==> src/rtl/cbr_pkg.sv <==
package cbr_pkg;
  localparam int ROM_W    = 7;
  localparam int RAM_W    = 2;
  localparam int IDX_W    = 3;
  localparam int SEC_W    = 6;
  localparam int MIN_W    = 6;
  localparam int HR_W     = 5;
  localparam int DAY_W    = 9;
  localparam int SEC_LAST = 59;
  localparam int MIN_LAST = 59;
  localparam int HR_LAST  = 23;
  localparam logic [7:0] EN_CODE  = 8'h0A;
  localparam logic [7:0] DIS_CODE = 8'h00;
  localparam logic [7:0] IDX_BASE = 8'h08;
  localparam logic [7:0] IDX_TOP  = 8'h0C;

  typedef enum logic [2:0] {
    RGN_ENABLE = 3'd0,
    RGN_ROM    = 3'd1,
    RGN_SEL    = 3'd2,
    RGN_LATCH  = 3'd3,
    RGN_WINDOW = 3'd5
  } region_e;

  typedef struct packed {
    logic             carry;
    logic [DAY_W-1:0] day;
    logic [HR_W-1:0]  hr;
    logic [MIN_W-1:0] min;
    logic [SEC_W-1:0] sec;
  } tk_t;
endpackage

==> src/rtl/cbr_ctrl.sv <==
module cbr_ctrl
  import cbr_pkg::*;
(
  input  logic             clk,
  input  logic             rst_n,
  input  logic             wr_en,
  input  logic [2:0]       wr_addr_hi,
  input  logic [7:0]       wr_data,
  output logic [ROM_W-1:0] rom_bank,
  output logic [RAM_W-1:0] ram_bank,
  output logic             win_en,
  output logic             clk_mode,
  output logic [IDX_W-1:0] reg_idx,
  output logic             latched,
  output logic             capture,
  output logic             tk_load
);
  region_e          rgn;
  logic [ROM_W-1:0] rom_d;
  logic [RAM_W-1:0] ram_d;
  logic             en_d, mode_d, latch_d;
  logic [IDX_W-1:0] idx_d;

  assign rgn = region_e'(wr_addr_hi);

  always_comb begin
    rom_d   = rom_bank;
    ram_d   = ram_bank;
    en_d    = win_en;
    mode_d  = clk_mode;
    idx_d   = reg_idx;
    latch_d = latched;
    capture = 1'b0;
    tk_load = 1'b0;
    if (wr_en) begin
      case (rgn)
        RGN_ENABLE: begin
          if (wr_data == EN_CODE)       en_d = 1'b1;
          else if (wr_data == DIS_CODE) en_d = 1'b0;
        end
        RGN_ROM: begin
          rom_d = (wr_data[ROM_W-1:0] == '0) ? ROM_W'(1) : wr_data[ROM_W-1:0];
        end
        RGN_SEL: begin
          if (wr_data < 8'h04) begin
            ram_d  = wr_data[RAM_W-1:0];
            mode_d = 1'b0;
          end else if (wr_data >= IDX_BASE && wr_data <= IDX_TOP) begin
            idx_d  = IDX_W'(wr_data - IDX_BASE);
            mode_d = 1'b1;
          end
        end
        RGN_LATCH: begin
          if (wr_data == 8'h01 && !latched) begin
            capture = 1'b1;
            latch_d = 1'b1;
          end else if (wr_data == 8'h00 && latched) begin
            latch_d = 1'b0;
          end
        end
        RGN_WINDOW: tk_load = win_en && clk_mode;
        default: ;
      endcase
    end
  end

  always_ff @(posedge clk or negedge rst_n) begin
    if (!rst_n) begin
      rom_bank <= ROM_W'(1);
      ram_bank <= '0;
      win_en   <= 1'b0;
      clk_mode <= 1'b0;
      reg_idx  <= '0;
      latched  <= 1'b0;
    end else begin
      rom_bank <= rom_d;
      ram_bank <= ram_d;
      win_en   <= en_d;
      clk_mode <= mode_d;
      reg_idx  <= idx_d;
      latched  <= latch_d;
    end
  end
endmodule

==> src/rtl/cbr_timekeeper.sv <==
module cbr_timekeeper
  import cbr_pkg::*;
(
  input  logic             clk,
  input  logic             rst_n,
  input  logic             tick,
  input  logic             load,
  input  logic [IDX_W-1:0] load_idx,
  input  logic [7:0]       load_data,
  output tk_t              live
);
  tk_t          nxt;
  logic         sec_wrap, min_wrap, hr_wrap;
  logic [DAY_W:0] day_inc;

  assign sec_wrap = live.sec >= SEC_W'(SEC_LAST);
  assign min_wrap = sec_wrap && (live.min >= MIN_W'(MIN_LAST));
  assign hr_wrap  = min_wrap && (live.hr >= HR_W'(HR_LAST));
  assign day_inc  = {1'b0, live.day} + (DAY_W+1)'(1);

  always_comb begin
    nxt = live;
    if (load) begin
      case (load_idx)
        3'd0: nxt.sec = load_data[SEC_W-1:0];
        3'd1: nxt.min = load_data[MIN_W-1:0];
        3'd2: nxt.hr  = load_data[HR_W-1:0];
        3'd3: nxt.day[7:0] = load_data;
        3'd4: begin
          nxt.day[DAY_W-1] = load_data[0];
          nxt.carry        = live.carry | load_data[7];
        end
        default: ;
      endcase
    end else if (tick) begin
      nxt.sec = sec_wrap ? '0 : live.sec + SEC_W'(1);
      if (sec_wrap) nxt.min = min_wrap ? '0 : live.min + MIN_W'(1);
      if (min_wrap) nxt.hr  = hr_wrap ? '0 : live.hr + HR_W'(1);
      if (hr_wrap) begin
        nxt.day = day_inc[DAY_W-1:0];
        if (day_inc[DAY_W]) nxt.carry = 1'b1;
      end
    end
  end

  always_ff @(posedge clk or negedge rst_n) begin
    if (!rst_n) live <= '0;
    else        live <= nxt;
  end
endmodule

==> src/rtl/cbr_snapshot.sv <==
module cbr_snapshot
  import cbr_pkg::*;
(
  input  logic             clk,
  input  logic             rst_n,
  input  logic             capture,
  input  tk_t              live,
  input  logic [IDX_W-1:0] idx,
  output logic [7:0]       byte_out
);
  tk_t snap;
  tk_t snap_d;

  assign snap_d = capture ? live : snap;

  always_ff @(posedge clk or negedge rst_n) begin
    if (!rst_n) snap <= '0;
    else        snap <= snap_d;
  end

  always_comb begin
    case (idx)
      3'd0:    byte_out = 8'(snap.sec);
      3'd1:    byte_out = 8'(snap.min);
      3'd2:    byte_out = 8'(snap.hr);
      3'd3:    byte_out = snap.day[7:0];
      3'd4:    byte_out = {snap.carry, 6'b0, snap.day[DAY_W-1]};
      default: byte_out = 8'hFF;
    endcase
  end
endmodule

==> src/rtl/cart_bank_rtc.sv <==
module cart_bank_rtc
  import cbr_pkg::*;
(
  input  logic             clk,
  input  logic             rst_n,
  input  logic             wr_en,
  input  logic [2:0]       wr_addr_hi,
  input  logic [7:0]       wr_data,
  input  logic             sec_tick,
  output logic [ROM_W-1:0] rom_bank,
  output logic [RAM_W-1:0] ram_bank,
  output logic             ext_ram_sel,
  output logic [7:0]       rd_data
);
  logic [1:0]       rst_sync;
  logic             rst_core_n;
  logic             win_en, clk_mode, latched, capture, tk_load;
  logic [IDX_W-1:0] reg_idx;
  logic [7:0]       snap_byte;
  tk_t              live_q;

  always_ff @(posedge clk or negedge rst_n) begin
    if (!rst_n) rst_sync <= 2'b00;
    else        rst_sync <= {rst_sync[0], 1'b1};
  end
  assign rst_core_n = rst_sync[1];

  cbr_ctrl u_ctrl (
    .clk(clk), .rst_n(rst_core_n), .wr_en(wr_en), .wr_addr_hi(wr_addr_hi),
    .wr_data(wr_data), .rom_bank(rom_bank), .ram_bank(ram_bank),
    .win_en(win_en), .clk_mode(clk_mode), .reg_idx(reg_idx),
    .latched(latched), .capture(capture), .tk_load(tk_load)
  );

  cbr_timekeeper u_tk (
    .clk(clk), .rst_n(rst_core_n), .tick(sec_tick), .load(tk_load),
    .load_idx(reg_idx), .load_data(wr_data), .live(live_q)
  );

  cbr_snapshot u_snap (
    .clk(clk), .rst_n(rst_core_n), .capture(capture), .live(live_q),
    .idx(reg_idx), .byte_out(snap_byte)
  );

  assign ext_ram_sel = win_en && !clk_mode;
  assign rd_data     = (win_en && clk_mode) ? snap_byte : 8'hFF;
endmodule

==> config.mk <==
export PLATFORM = sky130hd
export DESIGN_NAME = cart_bank_rtc
export DESIGN_NICKNAME = d
export VERILOG_FILES = /design/src/rtl/cbr_pkg.sv /design/src/rtl/cbr_ctrl.sv /design/src/rtl/cbr_timekeeper.sv /design/src/rtl/cbr_snapshot.sv /design/src/rtl/cart_bank_rtc.sv
export SDC_FILE = /design/constraint.sdc
export NUM_CORES = 1
export LEC_CHECK = 0
export BUFFER_PORTS_ARGS = -buffer_cell sky130_fd_sc_hd__buf_4
export CAP_MARGIN = 20
export CORE_MARGIN = 1
export CORE_UTILIZATION = 60
export CTS_BUF_LIST = sky130_fd_sc_hd__clkbuf_8
export CTS_CLUSTER_DIAMETER = 30
export CTS_CLUSTER_SIZE = 30
export DETAILED_ROUTE_END_ITERATION = 10
export PLACE_DENSITY = 0.8
export SETUP_SLACK_MARGIN = 0.2
export SLEW_MARGIN = 10
export SYNTH_ARGS = -nofsm -noshare
export SYNTH_HDL_FRONTEND = slang
export SYNTH_HIERARCHICAL = 1
export SYNTH_SLANG_ARGS = --single-unit
==> constraint.sdc <==
create_clock -name clk -period 2.7 [get_ports clk]
set_input_delay 0.54 -clock clk [delete_from_list [all_inputs] [get_ports clk]]
set_output_delay 0.54 -clock clk [all_outputs]
set_load 0.01 [all_outputs]
== Word level (Yosys, flattened, before mapping) ==
Cells that the tools add are included.

* Register bits: 71
* Latch bits: 0
* Memory bits (writable): 0
* Bits in read-only memories: 0
* Bits of input ports: 15
* Output and inout port bits: 18
* Memories: 0

* Add/sub/neg operators: 5
* $mul: 0
* Divide/modulo/power cells: 0
* Order comparisons: 6
* Eq/ne operators: 15
* Shifts and indexed selects: 0
* Mux-type cells: 28
* Bitwise gates (word level): 2
* Reduce and logical (&&, ||, !) cells: 33

{| class="wikitable"
|+ Operators by type and width
! operator !! count
|-
| $mux 27 || 2
|-
| $pmux 8 s5 || 1
|-
| $mux 6 || 5
|-
| $reduce_and 3->1 || 8
|-
| $mux 8 || 2
|-
| $reduce_bool 2->1 || 8
|-
| $mux 5 || 3
|-
| $add 6x1->6 const B || 2
|-
| $eq 3x2->1 const B || 4
|-
| $ge 6x6->1 const B || 2
|-
| $mux 1 || 12
|-
| $add 9x1->10 const B || 1
|-
| $mux 10 || 1
|-
| $ne 2x1->1 const B || 5
|-
| $eq 8x1->1 const B || 1
|-
| $eq 8x4->1 const B || 1
|-
| $ge 8x4->1 const B || 1
|-
| $le 8x4->1 const B || 1
|-
| $logic_not 8->1 || 1
|-
| $lt 8x3->1 const B || 1
|-
| $reduce_and 4->1 || 2
|-
| $logic_and 1x1->1 || 7
|-
| $logic_not 7->1 || 1
|-
| $mux 7 || 1
|-
| 11 further kinds || 16
|}

== Longest topological paths before layout ==
* Word-level depth: 7
* Mapped depth: 8
* Depth with buffers taken out: 6

== Cells and area by module ==
The synthesis kept the hierarchy.

{| class="wikitable"
|+ Modules (own cells, without submodules)
! module !! instances !! cells an instance !! area an instance (um^2)
|-
| cbr_timekeeper || 1 || 210 || 1898.1
|-
| cbr_snapshot || 1 || 98 || 1270.0
|-
| cbr_ctrl || 1 || 56 || 700.7
|-
| cart_bank_rtc || 1 || 14 || 146.4
|}

== Least setup slack after synthesis ==
Ideal clock, no wire load.

* Kind: input-to-reg
* Start point: in wr_data[6]
* End point: reg u_snap/snap[0] (netlist bit)
* Library setup time: 0.125 ns
* Data arrival time: 1.946 ns
* Setup slack: 0.629 ns
* Stages: 6
* Path buffers: 2
* Cell sequence: nor4_4 -> nand4_1 -> nor3b_1 -> buf_2 -> buf_4 -> mux2_2

* Word-level cells in the longest chain between the ends: 5

{| class="wikitable"
|+ Ends and longest elaborated chain
! item !! RTL line !! source
|-
| from (decl) || cart_bank_rtc.sv:8 || <nowiki>input logic [7:0] wr_data,</nowiki>
|-
| $eq 8x1->1 || cbr_ctrl.sv:54 || <nowiki>if (wr_data == 8'h01 && !latched) begin</nowiki>
|-
| $logic_and 1x1->1 || cbr_ctrl.sv:54 ||
|-
| $mux 1 || cbr_ctrl.sv:54 ||
|-
| $mux 1 || cbr_ctrl.sv:36 || <nowiki>case (rgn)</nowiki>
|-
| $mux 1 || cbr_ctrl.sv:35 || <nowiki>if (wr_en) begin</nowiki>
|-
| net capture || cart_bank_rtc.sv:17 || <nowiki>logic win_en, clk_mode, latched, capture, tk_load;</nowiki>
|-
| to (signal assigned) || cbr_snapshot.sv:18 || <nowiki>else snap <= snap_d;</nowiki>
|-
| to (decl) || cbr_snapshot.sv:11 || <nowiki>tk_t snap;</nowiki>
|}

The timed path passes the listed nets, and every way through them passes these cells.
A chain may end at the register's enable or synchronous reset.

== Final worst setup path ==
* Start point: reg u_ctrl.reg_idx[0]
* End point: out rd_data[3]

* Word-level cells in the longest chain between the ends: 3
* Elaborated cells between the ends (all ways): 7
* Those cells by class: 4 x eq/ne; 2 x mux; 1 x reduce/logical

{| class="wikitable"
|+ Ends and longest elaborated chain
! item !! RTL line !! source
|-
| from (decl) || cbr_ctrl.sv:13 || <nowiki>output logic [IDX_W-1:0] reg_idx,</nowiki>
|-
| from (signal assigned) || cbr_ctrl.sv:80 || <nowiki>reg_idx <= idx_d;</nowiki>
|-
| $eq 3x3->1, or another cell as far along || cbr_snapshot.sv:22 || <nowiki>case (idx)</nowiki>
|-
| $pmux 8 s5 (*) || cbr_snapshot.sv:22 ||
|-
| net snap_byte[3] || cart_bank_rtc.sv:19 || <nowiki>logic [7:0] snap_byte;</nowiki>
|-
| $mux 8 (*) || cart_bank_rtc.sv:46 || <nowiki>assign rd_data = (win_en && clk_mode) ? snap_byte : 8'hFF;</nowiki>
|-
| to (decl) || cart_bank_rtc.sv:13 || <nowiki>output logic [7:0] rd_data</nowiki>
|}

Mark *: on every way through the listed nets, which the timed path passes. The rest lies on a longest branch.

==> impl_metrics.env <==
export IMPL_post_synth_cell_area_avg_um2=10.62
export IMPL_max_slew_margin_pct=42.53
export IMPL_outcome="finished with violations"
export IMPL_timing_fmax_mhz=414.9
export IMPL_synth_ff_type="sky130_fd_sc_hd__dfrtp_1"
export IMPL_totalWireLength_um=9889
export IMPL_path_clk_slew_ps=80
export IMPL_synth_fa_ha_area_share_pct=1.246
export IMPL_die_height_um=83.81
export IMPL_max_clock_path_buffers=2
export IMPL_route_layer_met1_wl_um=4093
export IMPL_worst_endpoint_arrival_ps=1870
export IMPL_tightestPinTransition_ps=862.0
export IMPL_power_per_cell_area_mw_per_mm2=559.7
export IMPL_grt_overflow_total=0
export IMPL_top_signal_layer_used="met4"
export IMPL_ff2ff_setup_slack_ps=620
export IMPL_clock_sink_count=71
export IMPL_drt_pass1_iterations=8
export IMPL_max_cap_viols=0
export IMPL_place_port_buffers=32
export IMPL_clockPowerShare_pct=36.6
export IMPL_worstSkewPairLatency_ps=360
export IMPL_initial_core_util_pct=62.52
export IMPL_power_static_leakage_nw=1.960
export IMPL_syn_to_final_growth_pct=14.43
export IMPL_ys_warn_count=6
export IMPL_clock_skew_final_ps=7.645
export IMPL_clock_tree_htree_level_count=3
export IMPL_detailedRoute_firstIterationViolations=451
export IMPL_ys_seq_area_share_pct=44.28
export IMPL_floorplan_die_width_um=83.81
export IMPL_detail_route_vias_per_cell=6.780
export IMPL_rsz0062_at_grt="no"
export IMPL_detailroute_wirelength_met2_um=4788
export IMPL_timing_critical_path_required_ps=2160
export IMPL_cts_tree="yes"
export IMPL_route_detailed_drc=2
export IMPL_vias_in_the_first_global_route=3265
export IMPL_root_buffer_selected_by_cts="sky130_fd_sc_hd__clkbuf_8"
export IMPL_dominant_combinational_cell_family_by_area_after_synthesis="compound AO/OA/AOI/OAI gates"
export IMPL_min_delay_path_depth=0
export IMPL_final_net_count=436
export IMPL_std_cell_rows=29
export IMPL_asyncSetResetFlopFracSynth_pct=100.0
export IMPL_worst_setup_path_end_kind="primary output"
export IMPL_holdCritPathClass="flop to flop"
export IMPL_detail_route_antenna_nets=0
export IMPL_power_switching_uw=723.4
export IMPL_ys_seq_elements=71
export IMPL_finalSetupViolations=0
export IMPL_crit_fanout=12
export IMPL_final_layout_size_suffix_gt1_share_pct=30.57
export IMPL_setup_tns_ps=0
export IMPL_layout_cells_most_common="sky130_fd_sc_hd__dfrtp_1"
export IMPL_dr_total_vias=3383
export IMPL_grt_antenna_before_repair=0
export IMPL_layout_worst_path_cycle_share_pct=89.27
export IMPL_wl_per_cell_um=19.82
export IMPL_ff2ff_path_depth=6
export IMPL_ios=33
export IMPL_syn_num_nets=397
export IMPL_synth_compound_area_share_pct=18.54
export IMPL_totalPowerFinal_mw=2.571
export IMPL_power_combinational_fraction_pct=14.0
export IMPL_gp_congestion=0.9246
export IMPL_netlist_instances=378
export IMPL_design_core_area_mm2=0.006422
export IMPL_cts_inserted_buffers=9
export IMPL_post_synthesis_cell_type_count=72
export IMPL_post_synth_and_or_nand_nor_area_fraction_pct=18.35
export IMPL_post_synth_xor_area_fraction_pct=0
export IMPL_power_switching_share_pct=28.13
export IMPL_irDropWorstVdd_mv=0.5657
export IMPL_power_sequential_fraction_pct=49.4
export IMPL_final_hold_violation_count=0
export IMPL_grt_use_total_pct=30.27
export IMPL_grt_max_degree=70
export IMPL_startpoint_type="flop"
export IMPL_post_synthesis_cell_area_mm2=0.004015
export IMPL_cell_internal_pwr_mw=1.848
export IMPL_synth_area_mux_share_pct=13.59
export IMPL_synth_edff_count=0
export IMPL_layout_min_cycle_time_ps=2410
export IMPL_dieArea_mm2=0.007023
export IMPL_route_met3_wl_um=706
export IMPL_antenna_cells=0
export IMPL_dp_hpwl_um=6883
export IMPL_layout_cells_most_common_list="sky130_fd_sc_hd__dfrtp_1, sky130_fd_sc_hd__buf_4, sky130_fd_sc_hd__mux2_2, sky130_fd_sc_hd__o21ai_0, sky130_fd_sc_hd__nand2_1"
export IMPL_worst_setup_path_type="flop to primary output"
export IMPL_grt_pass1_wl_um=16430
export IMPL_maxSlewViolCount=0
export IMPL_failing_checks="design-rule violations"
[cells in the mapped netlist, drive strengths merged, types with 5 or more instances]
cell type,n,area (um2)
dfrtp,70,1752
mux2,44,503.0
o21ai,27,146.4
nand2,23,86.33
nand3,23,127.6
nor2,20,85.08
buf,15,100.1
a21oi,14,70.07
inv,12,45.04
nor3,12,70.07
nand3b,8,60.06
o211ai,8,60.06
nor2b,7,51.30
and3,5,31.28
o21a,5,37.54
o31ai,5,37.54
[metal layers]
layer  vias to the layer above  global-route usage (%)
met1                      1633                   39.41
met5                         -                       0
met3                        40                   5.737
met2                       194                   50.37
li1                       1516                       -
met4                         0                   11.29
[critical path, cell delays in order, from the launching register on]
cell and delay (ps):
sky130_fd_sc_hd__dfrtp_2 510, sky130_fd_sc_hd__mux4_2 530, sky130_fd_sc_hd__nor2_1 120, sky130_fd_sc_hd__a21oi_1 50
sky130_fd_sc_hd__nand3b_1 160, sky130_fd_sc_hd__buf_4 150
[power groups by stage]
stage                     Combinational, mW  Sequential (mW)  Clock [mW]
final                                 0.361             1.27       0.941
after global routing                  0.401             1.28       0.997
after CTS                             0.360             1.27       0.961
after detailed placement              0.359             1.29           0
after global placement                0.346             1.29           0
after floorplan                       0.233             1.27           0
[cell families (layout without fill, tap and decap cells)]
family                     Yosys count  after routing
adders and majority gates            4              4
other                                1              1
AOI/OAI and AO/OA                  103            103
muxes                               47             47
and+or+nand+nor                    122            122
DFF                                 71             71
buffers and inverters               30             74
[layout make-up]
class,instances,area (um2)
Clock buffer,9,123.9
Clock inverter,7,97.59
Fill cell,490,1828
Inverter,12,45.04
Multi-Input combinational cell,277,2088
Sequential cell,71,1783
Tap cell,77,96.34
Timing Repair Buffer,46,360.3
[final timing paths]
kind / startpoint / endpoint
hold reg to reg: rst_sync[0] / rst_sync[1]
min in group asynchronous: rst_sync[1] / u_ctrl/ram_bank[0]
setup / recovery: u_ctrl/reg_idx[0] / rd_data[3]
setup reg to reg: u_ctrl/win_en / u_tk/live[15]
hold / removal: rst_sync[0] / rst_sync[1]
max in group asynchronous: rst_sync[1] / u_ctrl/reg_idx[0]
[flip-flops by register name (all words and copies together) (netlist names)]
name	count
u_snap/snap	27
u_ctrl/ram_bank	2
u_ctrl/latched	1
u_ctrl/rom_bank	7
u_ctrl/clk_mode	1
u_ctrl/win_en	1
rst_sync	2
u_tk/live	27
u_ctrl/reg_idx	3
[through the flow]
| stage | worst slack [ps] | hold WS [ps] | std cells | cell area (um2) | utilization [%] |
|---|---|---|---|---|---|
| detailed placement | 307.2 | 327.3 | 481 | 4352 | 67.76 |
| floorplan | 578.2 | 244.4 | 378 | 4015 | - |
| global placement | 384.2 | 322.3 | 481 | 4352 | 67.76 |
| finish | 289.8 | 380.0 | 499 | 4594 | 71.54 |
| CTS | 217.2 | 387.0 | 498 | 4586 | 71.40 |
| global route | 209.6 | 385.0 | 499 | 4594 | 71.54 |
[timing repair]
item	in CTS	in global routing
buffers inserted	0	1
endpoints found under the setup margin	5	4
cloned	0	0
endpoints found under the hold margin	2	0
gates resized for setup	2	1
hold buffers	1	0
Power figures use the tool's default switching activity.
